$ cat src/rtl/triplet_pkg.sv
package triplet_pkg;

  localparam int unsigned STAT_W = 3;
  localparam int unsigned ST_ID  = 0;
  localparam int unsigned ST_CMP = 1;
  localparam int unsigned ST_DIR = 2;

  typedef enum logic [2:0] {
    PH_IDLE = 3'd0,
    PH_RID  = 3'd1,
    PH_RCMP = 3'd2,
    PH_WDIR = 3'd3,
    PH_FIN  = 3'd4
  } phase_t;

  // Branch choice: a lone 1 forces the id bit, an all-zero pair takes the preference.
  function automatic logic pick_dir(input logic idb, input logic cmpb, input logic pref);
    if (idb ^ cmpb) return idb;
    return pref;
  endfunction

  function automatic logic [STAT_W-1:0] pack_status(input logic dir, input logic cmpb,
                                                    input logic idb);
    logic [STAT_W-1:0] s;
    s         = '0;
    s[ST_ID]  = idb;
    s[ST_CMP] = cmpb;
    s[ST_DIR] = dir;
    return s;
  endfunction

  function automatic logic [STAT_W-1:0] abort_status();
    return pack_status(1'b0, 1'b1, 1'b1);
  endfunction

endpackage

$ cat src/rtl/trp_seq.sv
module trp_seq
  import triplet_pkg::*;
(
  input  logic   clk,
  input  logic   rst_n,
  input  logic   start_i,
  input  logic   ack_i,
  input  logic   abort_i,
  output phase_t phase_o,
  output logic   busy_o,
  output logic   take_o,
  output logic   evt_id_o,
  output logic   evt_cmp_o,
  output logic   evt_wr_o,
  output logic   fin_o
);

  phase_t ph_q, ph_d;

  always_comb begin
    ph_d = ph_q;
    unique case (ph_q)
      PH_IDLE: if (start_i) ph_d = PH_RID;
      PH_RID:  if (ack_i)   ph_d = PH_RCMP;
      PH_RCMP: if (ack_i)   ph_d = abort_i ? PH_FIN : PH_WDIR;
      PH_WDIR: if (ack_i)   ph_d = PH_FIN;
      PH_FIN:               ph_d = PH_IDLE;
      default:              ph_d = PH_IDLE;
    endcase
  end

  always_ff @(posedge clk or negedge rst_n) begin
    if (!rst_n) ph_q <= PH_IDLE;
    else        ph_q <= ph_d;
  end

  assign phase_o   = ph_q;
  assign busy_o    = (ph_q != PH_IDLE);
  assign take_o    = (ph_q == PH_IDLE) && start_i;
  assign evt_id_o  = (ph_q == PH_RID)  && ack_i;
  assign evt_cmp_o = (ph_q == PH_RCMP) && ack_i;
  assign evt_wr_o  = (ph_q == PH_WDIR) && ack_i;
  assign fin_o     = (ph_q == PH_FIN);

endmodule

$ cat src/rtl/trp_verdict.sv
module trp_verdict
  import triplet_pkg::*;
(
  input  logic              clk,
  input  logic              rst_n,
  input  logic              take_i,
  input  logic              pref_i,
  input  logic              rbit_i,
  input  logic              evt_id_i,
  input  logic              evt_cmp_i,
  input  logic              evt_wr_i,
  output logic              abort_o,
  output logic              dir_o,
  output logic              pref_q_o,
  output logic [STAT_W-1:0] status_o
);

  logic              pref_q, id_q, cmp_q, dir_q;
  logic [STAT_W-1:0] stat_q;

  assign abort_o = id_q & rbit_i;

  always_ff @(posedge clk or negedge rst_n) begin
    if (!rst_n) begin
      pref_q <= 1'b0;
      id_q   <= 1'b0;
      cmp_q  <= 1'b0;
      dir_q  <= 1'b0;
      stat_q <= '0;
    end else begin
      if (take_i)   pref_q <= pref_i;
      if (evt_id_i) id_q   <= rbit_i;
      if (evt_cmp_i) begin
        cmp_q <= rbit_i;
        dir_q <= pick_dir(id_q, rbit_i, pref_q);
        if (abort_o) stat_q <= abort_status();
      end
      if (evt_wr_i) stat_q <= pack_status(dir_q, cmp_q, id_q);
    end
  end

  assign dir_o    = dir_q;
  assign pref_q_o = pref_q;
  assign status_o = stat_q;

endmodule

$ cat src/rtl/trp_slot_drv.sv
module trp_slot_drv
  import triplet_pkg::*;
#(
  parameter bit WBIT_IDLE = 1'b1
) (
  input  phase_t phase_i,
  input  logic   dir_i,
  output logic   req_o,
  output logic   wr_o,
  output logic   wbit_o
);

  logic rd_slot;

  assign rd_slot = (phase_i == PH_RID) || (phase_i == PH_RCMP);
  assign wr_o    = (phase_i == PH_WDIR);
  assign req_o   = rd_slot || wr_o;

  generate
    if (WBIT_IDLE) begin : g_rel_hi
      assign wbit_o = wr_o ? dir_i : 1'b1;
    end else begin : g_rel_lo
      assign wbit_o = wr_o & dir_i;
    end
  endgenerate

endmodule

$ cat src/rtl/onewire_triplet.sv
module onewire_triplet
  import triplet_pkg::*;
#(
  parameter bit WBIT_IDLE = 1'b1
) (
  input  logic              clk,
  input  logic              rst_n,
  input  logic              start_i,
  input  logic              dir_pref_i,
  output logic [STAT_W-1:0] status_o,
  output logic              done_o,
  output logic              slot_req_o,
  output logic              slot_wr_o,
  output logic              slot_wbit_o,
  input  logic              slot_ack_i,
  input  logic              slot_rbit_i
);

  phase_t phase;
  logic   busy, take, evt_id, evt_cmp, evt_wr, fin, abort_now, dir_sel, pref_held;

  trp_seq u_seq (
    .clk      (clk),
    .rst_n    (rst_n),
    .start_i  (start_i),
    .ack_i    (slot_ack_i),
    .abort_i  (abort_now),
    .phase_o  (phase),
    .busy_o   (busy),
    .take_o   (take),
    .evt_id_o (evt_id),
    .evt_cmp_o(evt_cmp),
    .evt_wr_o (evt_wr),
    .fin_o    (fin)
  );

  trp_verdict u_verdict (
    .clk      (clk),
    .rst_n    (rst_n),
    .take_i   (take),
    .pref_i   (dir_pref_i),
    .rbit_i   (slot_rbit_i),
    .evt_id_i (evt_id),
    .evt_cmp_i(evt_cmp),
    .evt_wr_i (evt_wr),
    .abort_o  (abort_now),
    .dir_o    (dir_sel),
    .pref_q_o (pref_held),
    .status_o (status_o)
  );

  trp_slot_drv #(.WBIT_IDLE(WBIT_IDLE)) u_drv (
    .phase_i(phase),
    .dir_i  (dir_sel),
    .req_o  (slot_req_o),
    .wr_o   (slot_wr_o),
    .wbit_o (slot_wbit_o)
  );

  assign done_o = fin;

endmodule

$ cat config.mk
export PLATFORM = sky130hd
export DESIGN_NAME = onewire_triplet
export DESIGN_NICKNAME = d
export VERILOG_FILES = /design/src/rtl/triplet_pkg.sv /design/src/rtl/trp_seq.sv /design/src/rtl/trp_verdict.sv /design/src/rtl/trp_slot_drv.sv /design/src/rtl/onewire_triplet.sv
export SDC_FILE = /design/constraint.sdc
export NUM_CORES = 1
export LEC_CHECK = 0
export BUFFER_PORTS_ARGS = -buffer_cell sky130_fd_sc_hd__clkbuf_2
export CORE_AREA = 2 2 39 41
export CTS_BUF_LIST = sky130_fd_sc_hd__clkbuf_4 sky130_fd_sc_hd__clkbuf_8
export DETAILED_ROUTE_END_ITERATION = 6
export DIE_AREA = 0 0 41 43
export HOLD_SLACK_MARGIN = 0.08
export PLACE_DENSITY = 0.67
export SYNTH_ARGS = -nofsm -noshare
export SYNTH_HDL_FRONTEND = slang
export SYNTH_SLANG_ARGS = --single-unit
$ cat constraint.sdc
create_clock -name clk -period 1.8 [get_ports clk]
set_clock_uncertainty 0.1 [all_clocks]
set_input_delay 0.36 -clock clk [delete_from_list [all_inputs] [get_ports clk]]
set_output_delay 0.36 -clock clk [all_outputs]
set_load 0.01 [all_outputs]
Word-level counts from Yosys, hierarchy flattened
Cells that the tools add are included.
W data, S select, Z words.
{"block": "totals", "regBits": 10, "inputBits": 6, "output_inout_bits": 7}
{"block": "op_classes", "eq_ne": 8, "mux": 14, "bitwise": 2, "reduce_logical": 11}
{"op": "$mux W3", "n": 8}
{"op": "$pmux W3 S4", "n": 1}
{"op": "$ne A2 B2 Y1 const B", "n": 4}
{"op": "$eq A3 B2 Y1 const B", "n": 2}
{"op": "$mux W1", "n": 5}
{"op": "$logic_and A1 B1 Y1", "n": 4}
{"op": "$reduce_and A4 Y1", "n": 1}
{"op": "$reduce_bool A2 Y1", "n": 2}
{"op": "$eq A3 B1 Y1 const B", "n": 1}
{"op": "$eq A3 B3 Y1 const B", "n": 1}
{"op": "$logic_not A3 Y1", "n": 1}
{"op": "$logic_or A1 B1 Y1", "n": 2}
{"op": "$reduce_and A2 Y1", "n": 1}
{"op": "$and A1 B1 Y1", "n": 1}
{"op": "$xor A1 B1 Y1", "n": 1}

Longest topological paths before layout
Gate-level depths: netlist (run 1).
{"block": "logic_depth", "word_depth": 4, "ltp_mapped": 4}

Modules after synthesis
From an unflattened synthesis (run 1), not the netlist that was laid out.
{"block": "unflattened", "cells_unflattened": 47, "area_unflattened_um2": 509.2}
{"mod": "trp_verdict", "instances": 1, "cells_per_inst": 23, "area_each_um2": 294.0, "seq_area_each_um2": 175.2}
{"mod": "trp_seq", "instances": 1, "cells_per_inst": 21, "area_each_um2": 185.2, "seq_area_each_um2": 75.1}
{"mod": "trp_slot_drv", "instances": 1, "cells_per_inst": 3, "area_each_um2": 30.0, "seq_area_each_um2": 0.0}

Least setup slack after synthesis (run 1)
OpenSTA, ideal clock, no wires.
{"block": "synth_path", "path_type": "reg2out", "startpoint": "register u_seq.ph_q[0] (netlist: u_seq.phase_o[0])", "endpoint": "output slot_wbit_o", "t_arrival_ps": 1062, "t_required_ps": 1340, "setup_slack_ps": 278, "path_stages_with_launch": 4, "path_buffers": 1, "path_cell_list": "dfrtp_1 > buf_6 > nor3b_1 > nand2_1"}
{"block": "synth_via", "elab_chain_len": 2}
{"item": "start, declared", "line_no": "trp_seq.sv:18", "text": "phase_t ph_q, ph_d;"}
{"item": "start signal, assigned", "line_no": "trp_seq.sv:34", "text": "else ph_q <= ph_d;"}
{"item": "$eq A3 B2 Y1", "line_no": "trp_slot_drv.sv:16", "text": "assign wr_o = (phase_i == PH_WDIR);"}
{"item": "named net slot_wr_o", "line_no": "onewire_triplet.sv:13", "text": "output logic slot_wr_o,"}
{"item": "$mux W1", "line_no": "trp_slot_drv.sv:21", "text": "assign wbit_o = wr_o ? dir_i : 1'b1;"}
{"item": "end, declared", "line_no": "onewire_triplet.sv:14", "text": "output logic slot_wbit_o,"}
The timed path passes the listed nets, and every way through them passes these cells.

Worst setup path after layout (run 1)
{"block": "layout_path", "startpoint": "register u_seq.ph_q[1] (netlist: u_seq.phase_o[1])", "endpoint": "output slot_wbit_o"}
{"block": "layout_via", "elab_chain_len": 2}
{"item": "$eq A3 B2 Y1", "line_no": "trp_slot_drv.sv:16"}
{"item": "$mux W1", "line_no": "trp_slot_drv.sv:21"}
No other way between the ends.

==> run_results.csv, run 1 <==
group,metric,value,unit
placed_design,io_buffer_count,12,
power,power.switching,0.355,mW
sta,drv_slew,0,
layout,drive_gt1_share,42.1,%
layout,area_growth,24.9,%
power,p_int,0.664,mW
yosys,synthCells,41,
floorplan,io_pins,13,
power,switching_share,34.8,%
worst_hold_path,hold_start,"dir_pref_i",
worst_hold_path,holdPathStages,2,
layout,fin_cells,73,
yosys,syn_avg_cell_area,11.9,sq um
sta,setup_viol,0,
clock_tree,clock-sinks,10,
route,via_per_inst,4.77,
power,power.total,1.02,mW
route,wirelength,824,microns
route,wl_met3,36,microns
sta,worstMarginPinSlew,0.324,ns
floorplan,rows,14,
global_route,grt_max_degree,12,
floorplan,initial_core_util,35.3,%
sta,rsz0062_at_grt,"no",
layout,n_fill_cell,134,
route,dr.pass1.iters,2,
worst_hold_path,hold_end,"u_verdict.pref_q_o$_DFFE_PN0P_",
global_route,grt_pass1_wl,1250,microns
clock_tree,numCtsBuffers,3,
yosys,synth_fp_nets,48,
global_route,grt-ovfl-total,0,
yosys,ys_warn_count,0,
placed_design,dp_slack,0.345,ns
yosys,synthDistinctLibCells,23,
sta,timing.setup.tns,0,ns
global_route,antenna_found_initial,0,
placed_design,gp_congestion,0.750,
sta,period_needed,1.62,ns
setup_path,start_kind,"flop",
global_route,track_usage,10.5,%
clock_tree,clk_pin_slew_worst_paths,0.06,ns
setup_path,end_kind,"primary output",
setup_path,crit_required,1.34,ns
clock_tree,clk_latency,0.26,ns
worst_hold_path,min_path_type,"in2reg",
power,pwr-share-seq,42.7,%
route,dr_total_vias,348,
route,wl_met1,429,microns
setup_path,crit_type,"reg2out",
route,met2WireLength,358,microns
route,routedWlPerCell,11.3,microns
layout,layout.nets,65,
power,p_per_area,1670,mW/mm^2
clock_tree,cts-root-buf,"clkbuf_4",
yosys,synth_area,488,sq um
power,combinationalPowerShare,37.8,%
placed_design,dp_hpwl,616,microns
route,routed.top_layer,"met3",
clock_tree,cts_buffer_depth,2,
global_route,grt_pass1_vias,300,
outcome,outcome,"complete, no violations",
clock_tree,h-tree-depth,1,
yosys,yosysMostFrequentCell,"dfrtp_1",
floorplan,fp.dieH,43,microns
placed_design,placedCellCount,68,
yosys,synth_edf_count,0,
layout,n_antenna_cell,0,
yosys,async_flop_share,100,%
yosys,yosys.area.top_type,"dfrtp_1",
setup_path,rrSetupSlack,0.36,ns
route,drt_iter0_markers,1,
sta,fin_ws,0.178,ns
yosys,synth_area_leaders,"dfrtp_1 (51%), mux2_2 (4.6%), mux2i_1 (4.1%), o22a_1 (3.6%), mux2_4 (3.1%)",
floorplan,fp.dieW,41,microns
power,leakagePower,0.283,nW
yosys,yosys.area.top_type_share,51.3,%
power,clock_power_share,19.5,%
layout,final_area,609,sq um
sta,timing.final.crit_share,90.1,%
setup_path,rr_startpoint,"u_seq.phase_o[2]$_DFFE_PN0P_",
sta,fmax,616,MHz
yosys,synth_common_cells,"dfrtp_1 (10), inv_1 (3), nand2_1 (3)",
sta,slew_headroom,78.1,%
setup_path,reg2regPathDepth,3,
setup_path,crit_fanout,7,
placed_design,placed_area,557,sq um
floorplan,dieArea,0.00176,sq mm
run,cap_violations,0,
route,ant_nets,0,
yosys,yosys_most_used_dff,"dfrtp_1",
clock_tree,tritoncts,"yes",
setup_path,cp.arrival,1.16,ns
power,ir_worst_vdd,0.000701,V
sta,final-hold-violation-count,0,
yosys,ys_ff_latch,10,
setup_path,r2r_end,"u_verdict.cmp_q$_DFFE_PN0P_",
floorplan,coreArea,0.00138,sq mm
yosys,ys_seq_area_share,51.3,%
route,drc,0,
-- area by class of cell --
cell class	instances	area [sq um]	area share [%]
sequential	10	251	41.3
inverter	3	11.3	1.85
tap	16	20.0	3.29
multi-input combinational	27	220	36.1
clock buffer	4	36.3	5.95
timing repair buffer	13	70.1	11.5
-- worst max path at each step --
stage,from,end,slack (ns),cells after the start
2_1_floorplan,u_seq.phase_o[0]$_DFFE_PN0P_,slot_wbit_o,0.28,3
3_3_place_gp,u_seq.phase_o[0]$_DFFE_PN0P_,slot_wbit_o,0.31,3
3_5_place_dp,u_seq.phase_o[0]$_DFFE_PN0P_,slot_wbit_o,0.35,3
4_1_cts,u_seq.phase_o[0]$_DFFE_PN0P_,slot_wbit_o,0.05,3
5_1_grt,u_seq.phase_o[1]$_DFFE_PN0P_,slot_wbit_o,0.04,4
6_report,u_seq.phase_o[1]$_DFFE_PN0P_,slot_wbit_o,0.18,4
-- power by group through the flow --
stage / registers, mW / clock network, mW / logic (mW)
6_report: 0.435 / 0.199 / 0.385
5_1_grt: 0.454 / 0.216 / 0.432
4_1_cts: 0.433 / 0.204 / 0.386
3_5_place_dp: 0.437 / 0 / 0.381
3_3_place_gp: 0.433 / 0 / 0.381
2_1_floorplan: 0.418 / 0 / 0.298
-- worst max-delay path, cell delays in order (launching register included) --
cell	delay (ns)
dfrtp_1	0.43
inv_1	0.11
nor3b_2	0.18
nand2_1	0.07
clkbuf_2	0.12
-- per-layer routing --
metal | up-vias | GRT usage [%]
met5 | - | 0
met4 | 0 | 6.00
met3 | 0 | 1.57
met2 | 9 | 14.7
met1 | 156 | 15.0
li1 | 183 | -
-- registers in the layout (all words and copies together) (netlist names) --
register / count
u_verdict.dir_o: 1
u_verdict.id_q: 1
u_verdict.pref_q_o: 1
u_verdict.cmp_q: 1
u_verdict.status_o: 3
u_seq.phase_o: 3
-- cells in the final DEF (no fill, tap or decap), types with 2 or more instances in the layout --
cell type  count
o22a_1         2
nor2_1         2
dfrtp_1        9
inv_1          3
clkbuf_4       3
clkbuf_2      12
mux2_2         2
nand2_1        3
mux2i_1        2
a21oi_1        2
-- per-stage QoR --
stage / util, % / hold WS (ns)
after floorplan: - / -0.0356
after global placement: 40.2 / 0.134
after detailed placement: 40.2 / 0.134
after CTS: 43.6 / 0.234
after global routing: 44.0 / 0.230
final: 44.0 / 0.238
-- cell families (layout without fill, tap and decap cells) --
group,count (synthesis),after routing,share of synthesized area (%)
and+or+nand+nor,13,13,18.5
DFF,10,10,51.3
AOI/OAI and AO/OA,8,8,11.3
muxes,5,5,11.8
buffers and inverters,4,20,4.62
adders and majority gates,1,1,2.56
-- timing repair --
action,in CTS,in global routing
hold endpoints to repair,10,0
hold buffers,1,0
setup endpoints to repair,0,2
gates resized for setup,0,2
setup buffers,0,0
Note: power is estimated with default switching activity, not from simulation.
==> run 2: changes to the inputs <==
Settings changed: PLACE_DENSITY 0.67 to 0.71, SYNTH_HIERARCHICAL from default to 1.
Clock period 1.8 ns to 1.4 ns, I/O delays scaled along.
==> run 2 against run 1 <==
  * The run now ends with setup timing left
  * Total power is 67% higher
  * Critical path type is now reg2reg
  * Via count is 31% higher
  * Combinational power is 150% higher
  * Sequential power is 20% higher
==> run_results.csv, run 2 <==
group,metric,value,unit
global_route,track_usage,15.3,%
yosys,async_flop_share,100,%
clock_tree,tritoncts,"yes",
route,wl_met3,30,microns
clock_tree,h-tree-depth,1,
clock_tree,clock-sinks,10,
placed_design,placedCellCount,82,
sta,period_needed,1.55,ns
clock_tree,clk_pin_slew_worst_paths,0.07,ns
route,routed.top_layer,"met4",
layout,fin_cells,93,
yosys,synth_mux_area_share,9.34,%
setup_path,end_kind,"flop",
worst_hold_path,min_path_type,"in2reg",
global_route,grt_max_degree,11,
route,wl_met1,550,microns
clock_tree,clk_latency,0.26,ns
yosys,synth_fp_nets,54,
power,ir_worst_vdd,0.000935,V
yosys,ys_warn_count,6,
setup_path,start_kind,"flop",
route,drt_iter0_markers,1,
sta,setup_viol,10,
floorplan,fp.dieH,43,microns
yosys,synth_common_cells,"dfrtp_1 (10), nor2_1 (5), a21oi_1 (3), inv_1 (3), nand2_1 (3)",
setup_path,crit_fanout,3,
floorplan,initial_core_util,36.8,%
outcome,outcome,"complete, but fails checks",
layout,layout.nets,85,
sta,worstMarginPinSlew,0.261,ns
floorplan,rows,14,
placed_design,io_buffer_count,12,
clock_tree,numCtsBuffers,3,
yosys,synth_edf_count,0,
route,ant_nets,0,
setup_path,crit_chain,"buf_4, or3_4, nor2_4, mux2_4",
layout,drive_gt1_share,51.9,%
clock_tree,cts-root-buf,"clkbuf_4",
global_route,grt_pass1_wl,1770,microns
yosys,ys_seq_area_share,49.1,%
layout,n_antenna_cell,0,
sta,slew_headroom,82.6,%
clock_tree,cts_buffer_depth,2,
route,routedWlPerCell,12.6,microns
floorplan,coreArea,0.00138,sq mm
yosys,synth_top_family_by_area,"simple AND/OR/NAND/NOR gates",
route,drc,0,
outcome,failed_checks,"setup timing",
yosys,synth-compound-area-share,16.0,%
sta,fin_ws,-0.148,ns
setup_path,cp.arrival,1.60,ns
route,met2WireLength,576,microns
placed_design,gp_congestion,0.713,
yosys,synthCells,47,
route,dr_total_vias,455,
floorplan,io_pins,13,
global_route,grt_pass1_vias,466,
route,via_per_inst,4.89,
run,cap_violations,0,
sta,final-hold-violation-count,0,
setup_path,crit_type,"reg2reg",
sta,rsz0062_at_grt,"yes",
global_route,grt-ovfl-total,0,
layout,area_growth,53.6,%
yosys,synth_fa_ha_area_share,2.46,%
global_route,antenna_found_initial,0,
route,wirelength,1170,microns
yosys,yosys_most_used_dff,"dfrtp_1",
setup_path,crit_required,1.45,ns
power,power.total,1.71,mW
yosys,synthDistinctLibCells,25,
sta,drv_slew,0,
placed_design,dp_hpwl,768,microns
yosys,yosys.area.top_type,"dfrtp_1",
setup_path,slowest_delay,0.41,ns
yosys,yosys.area.top_type_share,49.1,%
sta,holdWs,0.155,ns
floorplan,fp.dieW,41,microns
yosys,synth_area_leaders,"dfrtp_1 (49%), mux2_2 (4.4%), nor2_1 (3.7%), a21oi_1 (2.9%), mux2_4 (2.9%)",
sta,timing.final.crit_share,111,%
power,p_per_area,2180,mW/mm^2
layout,fin_util,56.5,%
yosys,synth_area,509,sq um
yosys,syn_avg_cell_area,10.8,sq um
floorplan,dieArea,0.00176,sq mm
yosys,ys_ff_latch,10,
sta,fmax,646,MHz
placed_design,dp_slack,-0.0342,ns
setup_path,critPathSlowestCell,"dfrtp_1",
power,leakagePower,0.391,nW
layout,final_cell_mix,"clkbuf_2 (9), dfrtp_1 (9), buf_4 (8)",
yosys,synth_simple_gate_area_share,20.9,%
yosys,yosysMostFrequentCell,"dfrtp_1",
yosys,synth_xor_area_share,0,%
route,dr.pass1.iters,4,
==> run 2: area by class of cell <==
| cell class | count | area [sq um] |
|---|---|---|
| fill | 120 | 602 |
| clock buffer | 4 | 30.0 |
| inverter | 3 | 11.3 |
| tap | 16 | 20.0 |
| timing repair buffer | 26 | 193 |
| multi-input combinational | 34 | 277 |
| sequential | 10 | 251 |
==> run 2: layer usage <==
layer / track usage [%] / vias to the layer above
li1: - / 226
met1: 19.1 / 221
met2: 22.5 / 6
met3: 3.14 / 2
met4: 10.0 / 0
met5: 0 / -
==> run 2: worst paths after layout <==
path	startpoint	end	slack (ns)	cells after the start
worst min-delay path	dir_pref_i	u_verdict/pref_q_o$_DFFE_PN0P_	0.16	2
worst max register to register	u_seq/phase_o[2]$_DFFE_PN0P_	u_verdict/pref_q_o$_DFFE_PN0P_	-0.15	4
worst min register to register	u_verdict/cmp_q$_DFFE_PN0P_	u_verdict/status_o[1]$_DFFE_PN0P_	0.40	2
max in group asynchronous	rst_n	u_seq/phase_o[0]$_DFFE_PN0P_	0.66	2
worst max-delay path	u_seq/phase_o[2]$_DFFE_PN0P_	u_verdict/pref_q_o$_DFFE_PN0P_	-0.15	4
min in group asynchronous	rst_n	u_seq/phase_o[0]$_DFFE_PN0P_	0.32	2
==> run 2: what timing repair did <==
item	CTS	global route
setup buffers	5	2
endpoints found under the hold margin	10	0
endpoints found under the setup margin	5	11
gates cloned	0	0
pin swaps	4	1
hold buffers	1	0
gates resized for setup	7	8
==> run 2: kinds of logic (layout without fill, tap and decap cells) <==
| group | after synthesis | count (layout) |
|---|---|---|
| flops | 10 | 10 |
| fa+ha+maj | 1 | 1 |
| compound gates | 12 | 12 |
| simple gates | 17 | 17 |
| buf+inv | 3 | 33 |
| mux | 4 | 4 |
==> run 2: report_power, final <==
| part | leakage (nW) | internal [mW] | switching, mW |
|---|---|---|---|
| Sequential | 0.121 | 0.428 | 0.0935 |
| Clock | 0.0184 | 0.129 | 0.0957 |
| Combinational | 0.252 | 0.567 | 0.393 |
| Total | 0.391 | 1.12 | 0.582 |
==> run 2: stage by stage <==
step / cell area, sq um / TNS, ns
floorplan: 513 / -0.0247
global placement: 646 / -0.00357
detailed placement: 646 / -0.0342
CTS: 747 / -0.767
global route: 782 / -1.38
finish: 782 / -0.792
==> run 2: critical path, delay by kind of cell, from the launching register on <==
family	cells	cell delay, ns
AND/OR/NAND/NOR	2	0.47
flip-flops	1	0.41
buffers and inverters	1	0.15
multiplexers	1	0.30
